`src/rtl/bgain_pkg.sv`:
```
`timescale 1ns/1ps
package bgain_pkg;
  localparam int NCOL  = 4;
  localparam int PAT_W = 2 * NCOL * 2;

  typedef enum logic [1:0] {
    CLR_R_YE  = 2'd0,
    CLR_GR_CY = 2'd1,
    CLR_GB_G  = 2'd2,
    CLR_B_MG  = 2'd3
  } color_e;

  localparam int REG_PATTERN   = 0;
  localparam int REG_GAIN_BASE = 1;
  localparam int REG_COMP_BASE = 5;
  localparam int REG_DC        = 9;
  localparam int REG_OFFSET    = 10;
  localparam int REG_CLIP      = 11;
  localparam int REG_LAST      = 11;

  // per-field codes, listed from the even/even slot down to the odd/odd slot
  localparam logic [7:0] FIELD_RESET = {CLR_GR_CY, CLR_R_YE, CLR_B_MG, CLR_GB_G};
  localparam logic [PAT_W-1:0] PATTERN_RESET = {FIELD_RESET, FIELD_RESET};

  function automatic logic [1:0] pos_index(input logic line_odd, input logic pix_odd);
    return {~line_odd, ~pix_odd};
  endfunction
endpackage

```
`src/rtl/bgain_regs.sv`:
```
`timescale 1ns/1ps
module bgain_regs
  import bgain_pkg::*;
#(
  parameter int DATA_W    = 12,
  parameter int GAIN_W    = 10,
  parameter int GAIN_FRAC = 8,
  parameter int COMP_W    = 8,
  parameter int OFS_W     = 13,
  parameter int ADDR_W    = 4,
  parameter int WDATA_W   = 16,
  parameter int DC_RESET  = 25
) (
  input  logic                          clk,
  input  logic                          rst_n,
  input  logic                          wr_en,
  input  logic [ADDR_W-1:0]             wr_addr,
  input  logic [WDATA_W-1:0]            wr_data,
  output logic [PAT_W-1:0]              pattern,
  output logic [NCOL-1:0][GAIN_W-1:0]   gain_tab,
  output logic [NCOL-1:0][COMP_W-1:0]   comp_tab,
  output logic [DATA_W-1:0]             dc_level,
  output logic [OFS_W-1:0]              offset,
  output logic [DATA_W-1:0]             clip_max
);
  localparam logic [GAIN_W-1:0] GAIN_UNITY = GAIN_W'(1 << GAIN_FRAC);

  logic hit_pat, hit_dc, hit_ofs, hit_clip, ignored_wr;
  assign hit_pat    = wr_en && (wr_addr == ADDR_W'(REG_PATTERN));
  assign hit_dc     = wr_en && (wr_addr == ADDR_W'(REG_DC));
  assign hit_ofs    = wr_en && (wr_addr == ADDR_W'(REG_OFFSET));
  assign hit_clip   = wr_en && (wr_addr == ADDR_W'(REG_CLIP));
  assign ignored_wr = wr_en && (wr_addr > ADDR_W'(REG_LAST));

  always_ff @(posedge clk) begin
    if (!rst_n) begin
      pattern  <= PATTERN_RESET;
      dc_level <= DATA_W'(DC_RESET);
      offset   <= '0;
      clip_max <= '1;
    end else begin
      if (hit_pat)  pattern  <= wr_data[PAT_W-1:0];
      if (hit_dc)   dc_level <= wr_data[DATA_W-1:0];
      if (hit_ofs)  offset   <= wr_data[OFS_W-1:0];
      if (hit_clip) clip_max <= wr_data[DATA_W-1:0];
    end
  end

  for (genvar c = 0; c < NCOL; c++) begin : g_chan
    logic hit_gain, hit_comp;
    assign hit_gain = wr_en && (wr_addr == ADDR_W'(REG_GAIN_BASE + c));
    assign hit_comp = wr_en && (wr_addr == ADDR_W'(REG_COMP_BASE + c));
    always_ff @(posedge clk) begin
      if (!rst_n) begin
        gain_tab[c] <= GAIN_UNITY;
        comp_tab[c] <= '0;
      end else begin
        if (hit_gain) gain_tab[c] <= wr_data[GAIN_W-1:0];
        if (hit_comp) comp_tab[c] <= wr_data[COMP_W-1:0];
      end
    end
  end


  unused_addr_chk: assert property (@(posedge clk) disable iff (!rst_n)
    ignored_wr |=> $stable({pattern, gain_tab, comp_tab, dc_level, offset, clip_max}))
    else $error("write to unused address changed a setting");
endmodule

```
`src/rtl/bgain_phase.sv`:
```
`timescale 1ns/1ps
module bgain_phase
  import bgain_pkg::*;
(
  input  logic             clk,
  input  logic             rst_n,
  input  logic             in_valid,
  input  logic             in_sol,
  input  logic             in_sof,
  input  logic             in_fid,
  input  logic [PAT_W-1:0] pattern,
  output logic [1:0]       code
);
  logic line_odd_q, pix_odd_q;
  logic cur_line_odd, cur_pix_odd;
  logic [1:0] slot;

  assign cur_line_odd = in_sof ? 1'b1 : (in_sol ? ~line_odd_q : line_odd_q);
  assign cur_pix_odd  = (in_sof || in_sol) ? 1'b1 : pix_odd_q;
  assign slot         = pos_index(cur_line_odd, cur_pix_odd);
  assign code         = pattern[{in_fid, slot, 1'b0} +: 2];

  always_ff @(posedge clk) begin
    if (!rst_n) begin
      line_odd_q <= 1'b0;
      pix_odd_q  <= 1'b1;
    end else if (in_valid) begin
      line_odd_q <= cur_line_odd;
      pix_odd_q  <= ~cur_pix_odd;
    end
  end


  frame_restart_chk: assert property (@(posedge clk) disable iff (!rst_n)
    (in_valid && in_sof) |=> (line_odd_q && !pix_odd_q))
    else $error("frame start did not restart parity");


  idle_hold_chk: assert property (@(posedge clk) disable iff (!rst_n)
    !in_valid |=> ($stable(line_odd_q) && $stable(pix_odd_q)))
    else $error("parity moved on an idle cycle");
endmodule

```
`src/rtl/bgain_arith.sv`:
```
`timescale 1ns/1ps
module bgain_arith
  import bgain_pkg::*;
#(
  parameter int DATA_W    = 12,
  parameter int GAIN_W    = 10,
  parameter int GAIN_FRAC = 8,
  parameter int COMP_W    = 8,
  parameter int OFS_W     = 13
) (
  input  logic                        clk,
  input  logic                        rst_n,
  input  logic                        in_valid,
  input  logic                        in_sol,
  input  logic                        in_sof,
  input  logic [DATA_W-1:0]           in_pix,
  input  logic [1:0]                  in_code,
  input  logic [NCOL-1:0][GAIN_W-1:0] gain_tab,
  input  logic [NCOL-1:0][COMP_W-1:0] comp_tab,
  input  logic [DATA_W-1:0]           dc_level,
  input  logic [OFS_W-1:0]            offset,
  input  logic [DATA_W-1:0]           clip_max,
  output logic                        out_valid,
  output logic                        out_sol,
  output logic                        out_sof,
  output logic [DATA_W-1:0]           out_pix,
  output logic [1:0]                  out_color
);
  localparam int LVL_W  = DATA_W + 1;
  localparam int S1_W   = DATA_W + 2;
  localparam int MUL_W  = LVL_W + GAIN_W;
  localparam int PROD_W = MUL_W - GAIN_FRAC;
  localparam int SUM_W  = (((PROD_W + 1) > OFS_W) ? (PROD_W + 1) : OFS_W) + 1;

  function automatic logic [LVL_W-1:0] f_level(input logic [DATA_W-1:0] pix,
                                               input logic [DATA_W-1:0] dc,
                                               input logic [COMP_W-1:0] comp);
    logic signed [S1_W-1:0] t;
    t = $signed({2'b00, pix}) - $signed({2'b00, dc})
      + $signed({{(S1_W-COMP_W){comp[COMP_W-1]}}, comp});
    return t[S1_W-1] ? '0 : t[LVL_W-1:0];
  endfunction

  function automatic logic [PROD_W-1:0] f_gain(input logic [LVL_W-1:0] lvl,
                                               input logic [GAIN_W-1:0] gain);
    logic [MUL_W-1:0] p;
    p = MUL_W'(lvl) * MUL_W'(gain);
    return p[MUL_W-1:GAIN_FRAC];
  endfunction

  function automatic logic [DATA_W-1:0] f_clip(input logic [PROD_W-1:0] prod,
                                               input logic [OFS_W-1:0]  ofs,
                                               input logic [DATA_W-1:0] ceil);
    logic signed [SUM_W-1:0] s;
    s = $signed({{(SUM_W-PROD_W){1'b0}}, prod})
      + $signed({{(SUM_W-OFS_W){ofs[OFS_W-1]}}, ofs});
    if (s[SUM_W-1]) return '0;
    if (s > $signed({{(SUM_W-DATA_W){1'b0}}, ceil})) return ceil;
    return s[DATA_W-1:0];
  endfunction

  logic              a_vld, a_sol, a_sof, b_vld, b_sol, b_sof;
  logic [1:0]        a_code, b_code;
  logic [LVL_W-1:0]  a_lvl;
  logic [PROD_W-1:0] b_prod;
  logic [1:0]        warm;

  always_ff @(posedge clk) begin
    if (!rst_n) begin
      a_vld <= 1'b0; a_sol <= 1'b0; a_sof <= 1'b0; a_code <= '0; a_lvl <= '0;
      b_vld <= 1'b0; b_sol <= 1'b0; b_sof <= 1'b0; b_code <= '0; b_prod <= '0;
      out_valid <= 1'b0; out_sol <= 1'b0; out_sof <= 1'b0;
      out_color <= '0; out_pix <= '0;
      warm <= '0;
    end else begin
      a_vld  <= in_valid;
      a_sol  <= in_valid & in_sol;
      a_sof  <= in_valid & in_sof;
      a_code <= in_code;
      a_lvl  <= f_level(in_pix, dc_level, comp_tab[in_code]);
      b_vld  <= a_vld;
      b_sol  <= a_sol;
      b_sof  <= a_sof;
      b_code <= a_code;
      b_prod <= f_gain(a_lvl, gain_tab[a_code]);
      out_valid <= b_vld;
      out_sol   <= b_sol;
      out_sof   <= b_sof;
      out_color <= b_code;
      out_pix   <= f_clip(b_prod, offset, clip_max);
      if (warm != 2'd3) warm <= warm + 2'd1;
    end
  end


  latency_valid_chk: assert property (@(posedge clk) disable iff (!rst_n)
    (warm == 2'd3) |-> (out_valid == $past(in_valid, 3)))
    else $error("valid not delayed by three cycles");


  latency_mark_chk: assert property (@(posedge clk) disable iff (!rst_n)
    (warm == 2'd3) |-> (out_sof == $past(in_valid && in_sof, 3)
                        && out_sol == $past(in_valid && in_sol, 3)))
    else $error("markers not delayed by three cycles");


  ceiling_chk: assert property (@(posedge clk) disable iff (!rst_n)
    (warm != 2'd0 && out_valid) |-> (out_pix <= $past(clip_max)))
    else $error("output above ceiling");
endmodule

```
`src/rtl/bgain_stage.sv`:
```
`timescale 1ns/1ps
module bgain_stage
  import bgain_pkg::*;
#(
  parameter int DATA_W    = 12,
  parameter int GAIN_W    = 10,
  parameter int GAIN_FRAC = 8,
  parameter int COMP_W    = 8,
  parameter int OFS_W     = 13,
  parameter int ADDR_W    = 4,
  parameter int WDATA_W   = 16,
  parameter int DC_RESET  = 25
) (
  input  logic               clk,
  input  logic               rst_n,
  input  logic               in_valid,
  input  logic               in_sol,
  input  logic               in_sof,
  input  logic               in_fid,
  input  logic [DATA_W-1:0]  in_pix,
  input  logic               wr_en,
  input  logic [ADDR_W-1:0]  wr_addr,
  input  logic [WDATA_W-1:0] wr_data,
  output logic               out_valid,
  output logic               out_sol,
  output logic               out_sof,
  output logic [DATA_W-1:0]  out_pix,
  output logic [1:0]         out_color
);
  logic [PAT_W-1:0]            pattern;
  logic [NCOL-1:0][GAIN_W-1:0] gain_tab;
  logic [NCOL-1:0][COMP_W-1:0] comp_tab;
  logic [DATA_W-1:0]           dc_level, clip_max;
  logic [OFS_W-1:0]            offset;
  logic [1:0]                  code;

  bgain_regs #(
    .DATA_W(DATA_W), .GAIN_W(GAIN_W), .GAIN_FRAC(GAIN_FRAC), .COMP_W(COMP_W),
    .OFS_W(OFS_W), .ADDR_W(ADDR_W), .WDATA_W(WDATA_W), .DC_RESET(DC_RESET)
  ) u_regs (
    .clk(clk), .rst_n(rst_n), .wr_en(wr_en), .wr_addr(wr_addr), .wr_data(wr_data),
    .pattern(pattern), .gain_tab(gain_tab), .comp_tab(comp_tab),
    .dc_level(dc_level), .offset(offset), .clip_max(clip_max)
  );

  bgain_phase u_phase (
    .clk(clk), .rst_n(rst_n), .in_valid(in_valid), .in_sol(in_sol),
    .in_sof(in_sof), .in_fid(in_fid), .pattern(pattern), .code(code)
  );

  bgain_arith #(
    .DATA_W(DATA_W), .GAIN_W(GAIN_W), .GAIN_FRAC(GAIN_FRAC),
    .COMP_W(COMP_W), .OFS_W(OFS_W)
  ) u_arith (
    .clk(clk), .rst_n(rst_n), .in_valid(in_valid), .in_sol(in_sol),
    .in_sof(in_sof), .in_pix(in_pix), .in_code(code),
    .gain_tab(gain_tab), .comp_tab(comp_tab), .dc_level(dc_level),
    .offset(offset), .clip_max(clip_max),
    .out_valid(out_valid), .out_sol(out_sol), .out_sof(out_sof),
    .out_pix(out_pix), .out_color(out_color)
  );
endmodule

```
`config.mk`:
```
export PLATFORM = sky130hd
export DESIGN_NAME = bgain_stage
export DESIGN_NICKNAME = d
export VERILOG_FILES = /design/src/rtl/bgain_pkg.sv /design/src/rtl/bgain_regs.sv /design/src/rtl/bgain_phase.sv /design/src/rtl/bgain_arith.sv /design/src/rtl/bgain_stage.sv
export SDC_FILE = /design/constraint.sdc
export NUM_CORES = 1
export LEC_CHECK = 0
export BUFFER_PORTS_ARGS = -buffer_cell sky130_fd_sc_hd__buf_2
export CAP_MARGIN = 20
export CORE_AREA = 4 4 156 158
export DETAILED_ROUTE_END_ITERATION = 16
export DIE_AREA = 0 0 160 162
export PLACE_DENSITY = 0.87
export SLEW_MARGIN = 30
export SYNTH_ARGS = -nofsm -noshare
export SYNTH_HDL_FRONTEND = slang
export SYNTH_SLANG_ARGS = --single-unit
```
`constraint.sdc`:
```
create_clock -name clk -period 6.2 [get_ports clk]
set_input_delay 0.62 -clock clk [delete_from_list [all_inputs] [get_ports clk]]
set_output_delay 0.62 -clock clk [all_outputs]
set_load 0.02 [all_outputs]
```
==> results.py <==
metrics = {
    "global_routing": {
        "grtUsageTotal_pct": 23.7,
        "grt_pass1_vias": 10100,
        "grt_pass1_wl_um": 49900,
        "grt_util_met1_pct": 28.8,
        "gr-usage-met3_pct": 5.02,
        "gr-usage-met2_pct": 41.3,
        "grt.overflow.total": 0,
        "grt_max_degree": 92,
        "grt_busiest_layer": "met2",
        "antenna_found_initial": 0,
    },
    "flow_run": {
        "cap_violations": 0,
    },
    "sta": {
        "slew_viol_final": 0,
        "finalSetupViolCount": 0,
        "hold_viol_final": 0,
        "fin_crit_ns": 5.98,
        "post-route-period-util_pct": 96.5,
        "worst_clock_skew_ns": 0.0113,
        "rsz0062_at_grt": "no",
        "worst_slack_ns": 0.219,
        "tightestPinTransition_ns": 0.946,
        "fmax_mhz": 167,
        "fin_tns_setup_ns": 0,
        "slew_headroom_pct": 36.7,
    },
    "cells_and_area": {
        "diodes": 0,
        "areaGrowthSynthToFinish_pct": 9.35,
        "layout-drive-gt1-share_pct": 10.0,
        "fin_nets": 1639,
        "n_fill_cell": 1818,
    },
    "setup_path": {
        "worst_setup_path_start_kind": "flop",
        "cp_data_arrival_time_ns": 6.31,
        "rr_worst_depth": 21,
        "cp_max_fo": 12,
        "worstSetupPathType": "flop to flop",
        "end_kind": "flop",
        "required_ns": 6.53,
    },
    "synthesis": {
        "synth_cell_types": 63,
        "synth-compound-area-share_pct": 10.3,
        "ys_top_cells_by_count": "dfxtp_1 (182), nand2_1 (171), inv_1 (122), ha_1 (109), mux2i_1 (100)",
        "synth-seq-cells": 182,
        "synthAdderAreaFrac_pct": 24.3,
        "yosys-top-cells-area": "dfxtp_1 (28%), fa_1 (14%), ha_1 (11%), mux2i_1 (7.8%), nand2_1 (5.0%)",
        "synth_area_per_cell_um2": 9.35,
        "syn_area_um2": 12900,
        "yosysSeqAreaShare_pct": 28.3,
        "synth_top_family_by_area": "adder cells",
        "yosysTopAreaCell": "dfxtp_1",
        "synth_simple_gate_area_share_pct": 18.2,
        "synth_top_cell_area_share_pct": 28.3,
        "syn_nets": 1611,
        "ys_warn_count": 0,
        "post-synth-top-count-cell": "dfxtp_1",
        "synth-edff-count": 0,
        "yosys.area_share.xor_xnor_pct": 2.93,
        "netlist_instances": 1375,
        "muxShareOfSynthArea_pct": 10.2,
        "synth-async-reset-ratio_pct": 0,
        "synth_ff_type": "dfxtp_1",
    },
    "detailed_routing": {
        "dr_total_vias": 10000,
        "drcViolationCount": 0,
        "ant_nets": 0,
        "drt_iter0_markers": 675,
        "wl_um": 31700,
        "vias_per_cell": 5.87,
        "drtPass1Iterations": 5,
        "avgRoutedWirePerCell_um": 18.6,
    },
    "clock_network": {
        "h-tree-depth": 4,
        "clock_path_buffers": 2,
        "root_buffer": "clkbuf_16",
        "cts_tree": "done",
        "cts_hold_buf": 0,
        "insertion_delay_ns": 0.43,
        "cts_buffers": 17,
        "clk_pin_slew_ns": 0.07,
        "cts.sinks": 182,
    },
    "power": {
        "total_power_uw": 2910,
        "power.density_nw_per_um2": 207,
        "ir_drop_mv": 0.189,
        "leakagePower_uw": 0.00674,
    },
    "die": {
        "dieArea_um2": 25900,
        "row_count": 56,
        "initial_utilization_pct": 55.6,
        "die_y_um": 162,
        "top_level_ports": 56,
        "core-area_um2": 23100,
        "die_width_um": 160,
    },
    "status": {
        "status": "completed",
    },
    "place": {
        "dp_hpwl_um": 21700,
        "dp_slack_ns": 0.0137,
        "place.gp.congestion": 0.908,
        "io_buffer_count": 55,
    },
    "min_path": {
        "hp-class": "primary input to flop",
        "min_path_cells": 3,
    },
}
worst max-delay path: stages (launching register included):
cell and delay [ns]:
dfxtp_2 0.35, buf_12 0.16, buf_4 0.17, mux4_2 0.64, nand2_1 0.14, fa_1 0.42, inv_1 0.10, fa_1 0.44
fa_1 0.48, fa_1 0.55, inv_1 0.05, fa_1 0.53, inv_1 0.04, ha_1 0.37, nand4_1 0.17, nor2_1 0.08
a211oi_2 0.27, o31ai_4 0.16, a41o_1 0.30, a21oi_1 0.21, xnor2_1 0.09, and2_1 0.15
area by class of cell:
type                    count  area [um^2]  share of cell area [%]
clock inverters            15          158                    1.12
well taps                 290          363                    2.58
clock buffers              17          425                    3.03
multi-input cells        1005         8560                    60.9
inverters                 122          458                    3.26
repair buffers             75          440                    3.13
flip-flops and latches    182         3650                    25.9
stage by stage:
step	cell area, um^2	utilization [%]	std cells	hold WS (ns)
after floorplan	12900	-	1375	0.412
after global placement	13300	57.5	1660	0.414
after detailed placement	13300	57.5	1660	0.421
after CTS	13900	60.0	1692	0.423
after global routing	14100	60.8	1706	0.435
final	14100	60.8	1706	0.424
flip-flops by register name, indices dropped and copies added, names as in the netlist, 2 cells and up:
name and flops:
u_regs.gain_tab 40, u_regs.comp_tab 32, u_regs.pattern 16, u_arith.b_prod 15, u_arith.a_lvl 13, u_regs.offset 13
u_arith.out_pix 12, u_regs.clip_max 12, u_regs.dc_level 12, u_arith.a_code 2, u_arith.b_code 2, u_arith.out_color 2
metal layers:
metal	vias to the layer above	share of wire, %	wire, um
met2	449	50	15700
met4	0	3.8	1190
met1	4839	39	12300
met3	87	7.5	2390
met5	-	0	0
li1	4643	-	-
timing repair:
action                     4_1_cts  5_1_grt
setup endpoints to repair        1        8
cloned                           0        3
buffers inserted                 0       10
pin swaps                        0        2
resized for setup                1        6
path summary, 6_finish.rpt:
check,from,slack [ns],to
setup / recovery,u_arith.a_code[0]$_SDFF_PN0_,0.22,u_arith.b_prod[9]$_SDFF_PN0_
hold / removal,wr_data[14],0.42,u_regs.pattern[14]$_SDFFE_PN1P_
setup reg to reg,u_arith.a_code[0]$_SDFF_PN0_,0.22,u_arith.b_prod[9]$_SDFF_PN0_
hold reg to reg,u_arith.b_vld$_SDFF_PN0_,0.44,u_arith.out_valid$_SDFF_PN0_
power by group:
part | switching, uW | leakage (uW) | total [uW] | internal (uW)
registers | 69.3 | 0.00148 | 1290 | 1220
clock network | 502 | 0.000278 | 1070 | 570
logic | 316 | 0.00498 | 544 | 228
kinds of logic (layout without fill, tap and decap cells):
logic type	after synthesis	in the layout
AND/OR/NAND/NOR	464	464
buffers and inverters	191	229
multiplexers	114	117
XOR/XNOR	43	43
flip-flops	182	182
AO/OA/AOI/OAI	184	184
adder cells (fa/ha/maj)	197	197
placed cells by master, fill, tap and decap left out, types with 5 or more instances in the layout:
cell type and count:
and3_1 6, ha_1 109, mux2i_1 99, o211ai_1 14
fa_1 88, inv_6 6, o21ai_0 15, nor2b_1 85
a31oi_1 5, nor2_1 54, nand3_1 21, xnor2_1 27
clkbuf_16 17, o21bai_1 6, a211oi_1 12, a21boi_0 27
a21oi_1 44, a21o_1 20, and2_1 91, nor3_1 10
mux4_2 15, xor2_1 16, buf_2 54, nand2_1 171
buf_4 20, dfxtp_1 180, inv_1 122
No activity file was read; power rests on OpenSTA's default activity.
